File: src/rtl/pip_step_decode.sv
module pip_step_decode #(
    parameter int ADDR_W = 32,
    parameter int SIZE_W = 2
) (
    input  logic [SIZE_W-1:0] size_i,
    output logic [ADDR_W-1:0] step_o
);
    localparam int N_SIZES = 1 << SIZE_W;

    logic [N_SIZES-1:0][ADDR_W-1:0] step_tab;

    for (genvar g = 0; g < N_SIZES; g++) begin : g_step
        assign step_tab[g] = ADDR_W'(1) << g;
    end

    always_comb begin
        step_o = step_tab[size_i];
    end
endmodule

File: src/rtl/pip_row_counter.sv
module pip_row_counter #(
    parameter int CNT_W = 12
) (
    input  logic             clk,
    input  logic             rst_n,
    input  logic             load_i,
    input  logic             beat_i,
    input  logic             active_i,
    input  logic [CNT_W-1:0] row_len_i,
    output logic             row_end_o,
    output logic [CNT_W-1:0] cnt_o
);
    typedef struct packed {
        logic [CNT_W-1:0] cnt;
    } cnt_state_t;

    cnt_state_t       st_d, st_q;
    logic [CNT_W-1:0] cnt_inc;
    logic             at_end;

    always_comb begin
        st_d    = st_q;
        cnt_inc = st_q.cnt + CNT_W'(1);
        at_end  = active_i && (cnt_inc == row_len_i);
        if (load_i || !active_i) begin
            st_d.cnt = '0;
        end else if (beat_i) begin
            st_d.cnt = at_end ? '0 : cnt_inc;
        end
    end

    always_ff @(posedge clk or negedge rst_n) begin
        if (!rst_n) st_q <= '0;
        else        st_q <= st_d;
    end

    assign row_end_o = at_end && beat_i && !load_i;
    assign cnt_o     = st_q.cnt;
endmodule

File: src/rtl/pip_addr_gen.sv
module pip_addr_gen #(
    parameter int ADDR_W = 32,
    parameter int CNT_W  = 12,
    parameter int SIZE_W = 2
) (
    input  logic              clk,
    input  logic              rst_n,
    input  logic              load_i,
    input  logic              beat_i,
    input  logic              win_en_i,
    input  logic [SIZE_W-1:0] size_i,
    input  logic [ADDR_W-1:0] start_addr_i,
    input  logic [CNT_W-1:0]  row_len_i,
    input  logic [ADDR_W-1:0] skip_i,
    output logic [ADDR_W-1:0] addr_o
);
    typedef struct packed {
        logic [ADDR_W-1:0] addr;
    } addr_state_t;

    addr_state_t       st_d, st_q;
    logic [ADDR_W-1:0] step;
    logic              win_active;
    logic              row_end;
    logic [CNT_W-1:0]  row_cnt;

    assign win_active = win_en_i && (row_len_i != '0);

    pip_step_decode #(.ADDR_W(ADDR_W), .SIZE_W(SIZE_W)) u_step (
        .size_i (size_i),
        .step_o (step)
    );

    pip_row_counter #(.CNT_W(CNT_W)) u_row (
        .clk       (clk),
        .rst_n     (rst_n),
        .load_i    (load_i),
        .beat_i    (beat_i),
        .active_i  (win_active),
        .row_len_i (row_len_i),
        .row_end_o (row_end),
        .cnt_o     (row_cnt)
    );

    always_comb begin
        st_d = st_q;
        if (load_i) begin
            st_d.addr = start_addr_i;
        end else if (beat_i) begin
            st_d.addr = st_q.addr + step + (row_end ? skip_i : '0);
        end
    end

    always_ff @(posedge clk or negedge rst_n) begin
        if (!rst_n) st_q <= '0;
        else        st_q <= st_d;
    end

    assign addr_o = st_q.addr;
endmodule

File: config.mk
export PLATFORM = sky130hd
export DESIGN_NAME = pip_addr_gen
export DESIGN_NICKNAME = d
export VERILOG_FILES = /design/src/rtl/pip_step_decode.sv /design/src/rtl/pip_row_counter.sv /design/src/rtl/pip_addr_gen.sv
export SDC_FILE = /design/constraint.sdc
export NUM_CORES = 1
export LEC_CHECK = 0
export ABC_AREA = 1
export BUFFER_PORTS_ARGS = -buffer_cell sky130_fd_sc_hd__buf_2
export CAP_MARGIN = 20
export CORE_MARGIN = 2
export CORE_UTILIZATION = 50
export DETAILED_ROUTE_END_ITERATION = 8
export PLACE_DENSITY = 0.75
export SKIP_CTS_REPAIR_TIMING = 1
export SLEW_MARGIN = 40
export SYNTH_ARGS = -nofsm -noshare
export SYNTH_HDL_FRONTEND = slang
export SYNTH_SLANG_ARGS = --single-unit
export TNS_END_PERCENT = 20
File: constraint.sdc
create_clock -name clk -period 5.8 [get_ports clk]
set_input_delay 1.74 -clock clk [delete_from_list [all_inputs] [get_ports clk]]
set_output_delay 1.74 -clock clk [all_outputs]
set_load 0.02 [all_outputs]
==> impl_metrics.tcl <==
set metrics [dict create \
    status "completed" \
    overflow 0 \
    fmax_mhz 187 \
    ys_types 46 \
    setup_violations 0 \
    drv_slew 0 \
    gp_congestion 0.956 \
    rows 35 \
    clk_latency_ns 0.31 \
    max-clock-path-buffers 2 \
    min_from "addr_o[26]$_DFFE_PN0P_" \
    worst_ep_arrival_time_ns 5.52 \
    htree_levels 2 \
    ys.flop_type "dfrtp_1" \
    drive_above_1_share_pct 18.0 \
    syn-num-nets 862 \
    die_area_um2 10500 \
    tightest_slew_ns 0.803 \
    r2r_end "addr_o[28]$_DFFE_PN0P_" \
    synthArstFlopShare_pct 100 \
    hold_viol 0 \
    seqPwrFrac_pct 40.7 \
    reg2reg_from "u_row.cnt_o[0]$_DFFE_PN0P_" \
    dp_cells 953 \
    cts_tree "built" \
    drt_iter0_drc 247 \
    fin_cells 961 \
    power_frac_clock_pct 27.9 \
    maxCapViolCount 0 \
    ant_nets 0 \
    root_buffer "clkbuf_8" \
    power.density_nw_per_um2 154 \
    synth_edf_count 0 \
    period_needed_ns 5.34 \
    nNetsFinal 977 \
    io_pins 115 \
    netlist_instances 716 \
    synth-seq-cells 44 \
    hold_path_depth 2 \
    grt_max_degree 45 \
    cts.clk_slew.worst_paths_ns 0.08 \
    antenna_cells 0 \
    worstPathMaxFanout 5 \
    startpoint_type "input port" \
    postRouteWirelength_mm 14.0 \
    first_pass_iters 5 \
    vdd_drop_max_mv 0.112 \
    power_switching_uw 312 \
    critPathKind "input port to register" \
    hp-class "register to register" \
    io_buffer_count 114 \
    critPathCaptureType "register" \
    grt_pass1_wl_mm 23.3 \
    rsz0062_at_grt "no" \
    synth_area_per_cell_um2 6.76 \
    drc 0 \
    swShare_pct 35.7 \
    nFillCells 930 \
    syn_area_um2 4840 \
    synth-seq-area-share_pct 22.7 \
    yosysWarnings 0 \
    r2r_slack_ns 1.05 \
    vias 5103 \
    die_w_um 102 \
    core_um2 9330 \
    start_util_pct 51.9 \
    grt_pass1_vias 4872 \
    wl_per_cell_um 14.6 \
    fin_crit_sh_pct 92.0 \
    setup-tns-final_ns 0 \
    r2r_cells 27 \
    worstPathRequired_ns 5.98 \
    grt_antenna_before_repair 0 \
    hpwl_mm 11.2 \
    die_h_um 102 \
    comb_power_share_pct 31.4 \
    area_growth_pct 17.2 \
    relSlewSlack_pct 46.4 \
    min_to "addr_o[26]$_DFFE_PN0P_" \
    cts_made_buffers 5 \
    finalClockSkew_ns 0.0115 \
    track_usage_pct 28.0 \
    vias_per_cell 5.31 \
    leakagePower_nw 3.21 \
    cts_num_sinks 44 \
    p_int_uw 562 \
]
-- state kept, by name, indices dropped and copies added, names as in the netlist --
signal	flops
addr_o	32
u_row.cnt_o	12
-- worst max path at each step --
stage / endpoint / startpoint / depth (start not counted) / slack [ns]
after floorplan: addr_o[21]$_DFFE_PN0P_ / row_len_i[1] / 26 / 0.62
after global placement: addr_o[21]$_DFFE_PN0P_ / row_len_i[0] / 26 / 0.24
after detailed placement: addr_o[21]$_DFFE_PN0P_ / row_len_i[1] / 26 / 0.16
after CTS: addr_o[21]$_DFFE_PN0P_ / row_len_i[1] / 26 / 0.47
after global routing: addr_o[28]$_DFFE_PN0P_ / row_len_i[1] / 25 / 0.02
final: addr_o[28]$_DFFE_PN0P_ / row_len_i[1] / 24 / 0.46
-- per-layer routing --
layer | global-route usage, % | vias to the layer above | routed length (um)
met5 | 0 | - | 0
met1 | 42.3 | 2354 | 7140
met2 | 44.1 | 147 | 6150
met4 | 5.33 | 0 | 107
met3 | 2.46 | 7 | 617
li1 | - | 2595 | -
-- final cells by class --
cell class / count / area, um^2 / share of cell area (%)
multi-input cells: 537 / 3210 / 56.6
well taps: 129 / 161 / 2.84
clock inverters: 2 / 35.0 / 0.617
clock buffers: 6 / 72.6 / 1.28
flip-flops and latches: 44 / 1100 / 19.4
inverters: 119 / 447 / 7.87
repair buffers: 124 / 648 / 11.4
-- Yosys cell counts, types with 8 or more instances --
library cell / count / area [um^2]
ha_1: 58 / 726
nor2_1: 80 / 300
nand2_1: 163 / 612
inv_1: 119 / 447
a22oi_1: 16 / 120
o21ai_0: 31 / 155
dfrtp_1: 44 / 1100
o22ai_1: 10 / 62.6
xor2_1: 15 / 131
nand3_1: 39 / 195
a21oi_1: 38 / 190
nor2_2: 8 / 50.1
clkbuf_1: 11 / 41.3
nand4_1: 10 / 62.6
o211ai_1: 14 / 105
-- cells by family after synthesis --
logic type	count (synthesis)	share of synthesized area, %
simple gates	319	28.1
compound gates	136	17.3
buf+inv	135	11.0
fa+ha+maj	63	17.1
flops	44	22.7
xor+xnor	18	3.57
mux	1	0.207
-- power groups by stage --
stage / Combinational [mW] / Sequential (mW) / Clock (mW)
final: 0.275 / 0.355 / 0.244
after floorplan: 0.141 / 0.387 / 0
after detailed placement: 0.273 / 0.361 / 0
after global placement: 0.268 / 0.360 / 0
after CTS: 0.275 / 0.355 / 0.255
after global routing: 0.309 / 0.359 / 0.264
-- layout by cell type, fill, tap and decap left out, types with 2 or more instances in the layout --
cell type  netlist  final
buf_4            1     11
nor2_2           8      9
a21oi_1         38     38
clkbuf_8         0      5
ha_1            58     58
dfrtp_1         44     44
nand2_2          3      3
o21bai_1         4      4
nand3b_1         2      2
xor2_1          15     15
fa_1             5      5
o21a_1           2      2
a22oi_1         16     16
nand3_1         39     39
buf_2            1    113
nand4_1         10     10
o22ai_1         10     10
a21o_1           5      5
nor3_1           5      5
nor2_1          80     79
nand2_1        163    163
o211ai_1        14     14
inv_1          119    118
o21ai_0         31     30
nor4_1           2      2
a31oi_1          7      7
xnor2_1          2      2
-- through the flow --
stage                     area, um^2  hold WS (ns)  total power [mW]  util [%]  setup WS, ns
after floorplan                 4840         0.534             0.528         -         0.621
after global placement          5560         0.508             0.627      59.7         0.242
after detailed placement        5570         0.520             0.634      59.7         0.159
after CTS                       5670         0.543             0.885      60.8         0.471
after global routing            5670         0.577             0.932      60.8        0.0174
final                           5670         0.536             0.874      60.8         0.461
-- critical path, stage by stage --
cell and delay [ns]:
buf_2 0.11, nand2_1 0.06, nand2_1 0.05, nor2_1 0.09
nand3_1 0.07, nor2_1 0.09, nand3_1 0.09, nor2_2 0.17
nand3_2 0.11, nor4b_4 0.27, nand2_2 0.16, nor2_1 0.16
fa_1 0.43, ha_1 0.36, a21oi_1 0.17, nand2_1 0.11
a21oi_1 0.24, o21ai_0 0.24, a21boi_0 0.38, inv_1 0.09
nand4_1 0.10, nand3_1 0.08, nand2_1 0.06, o211ai_1 0.08
Power figures use the tool's default switching activity.
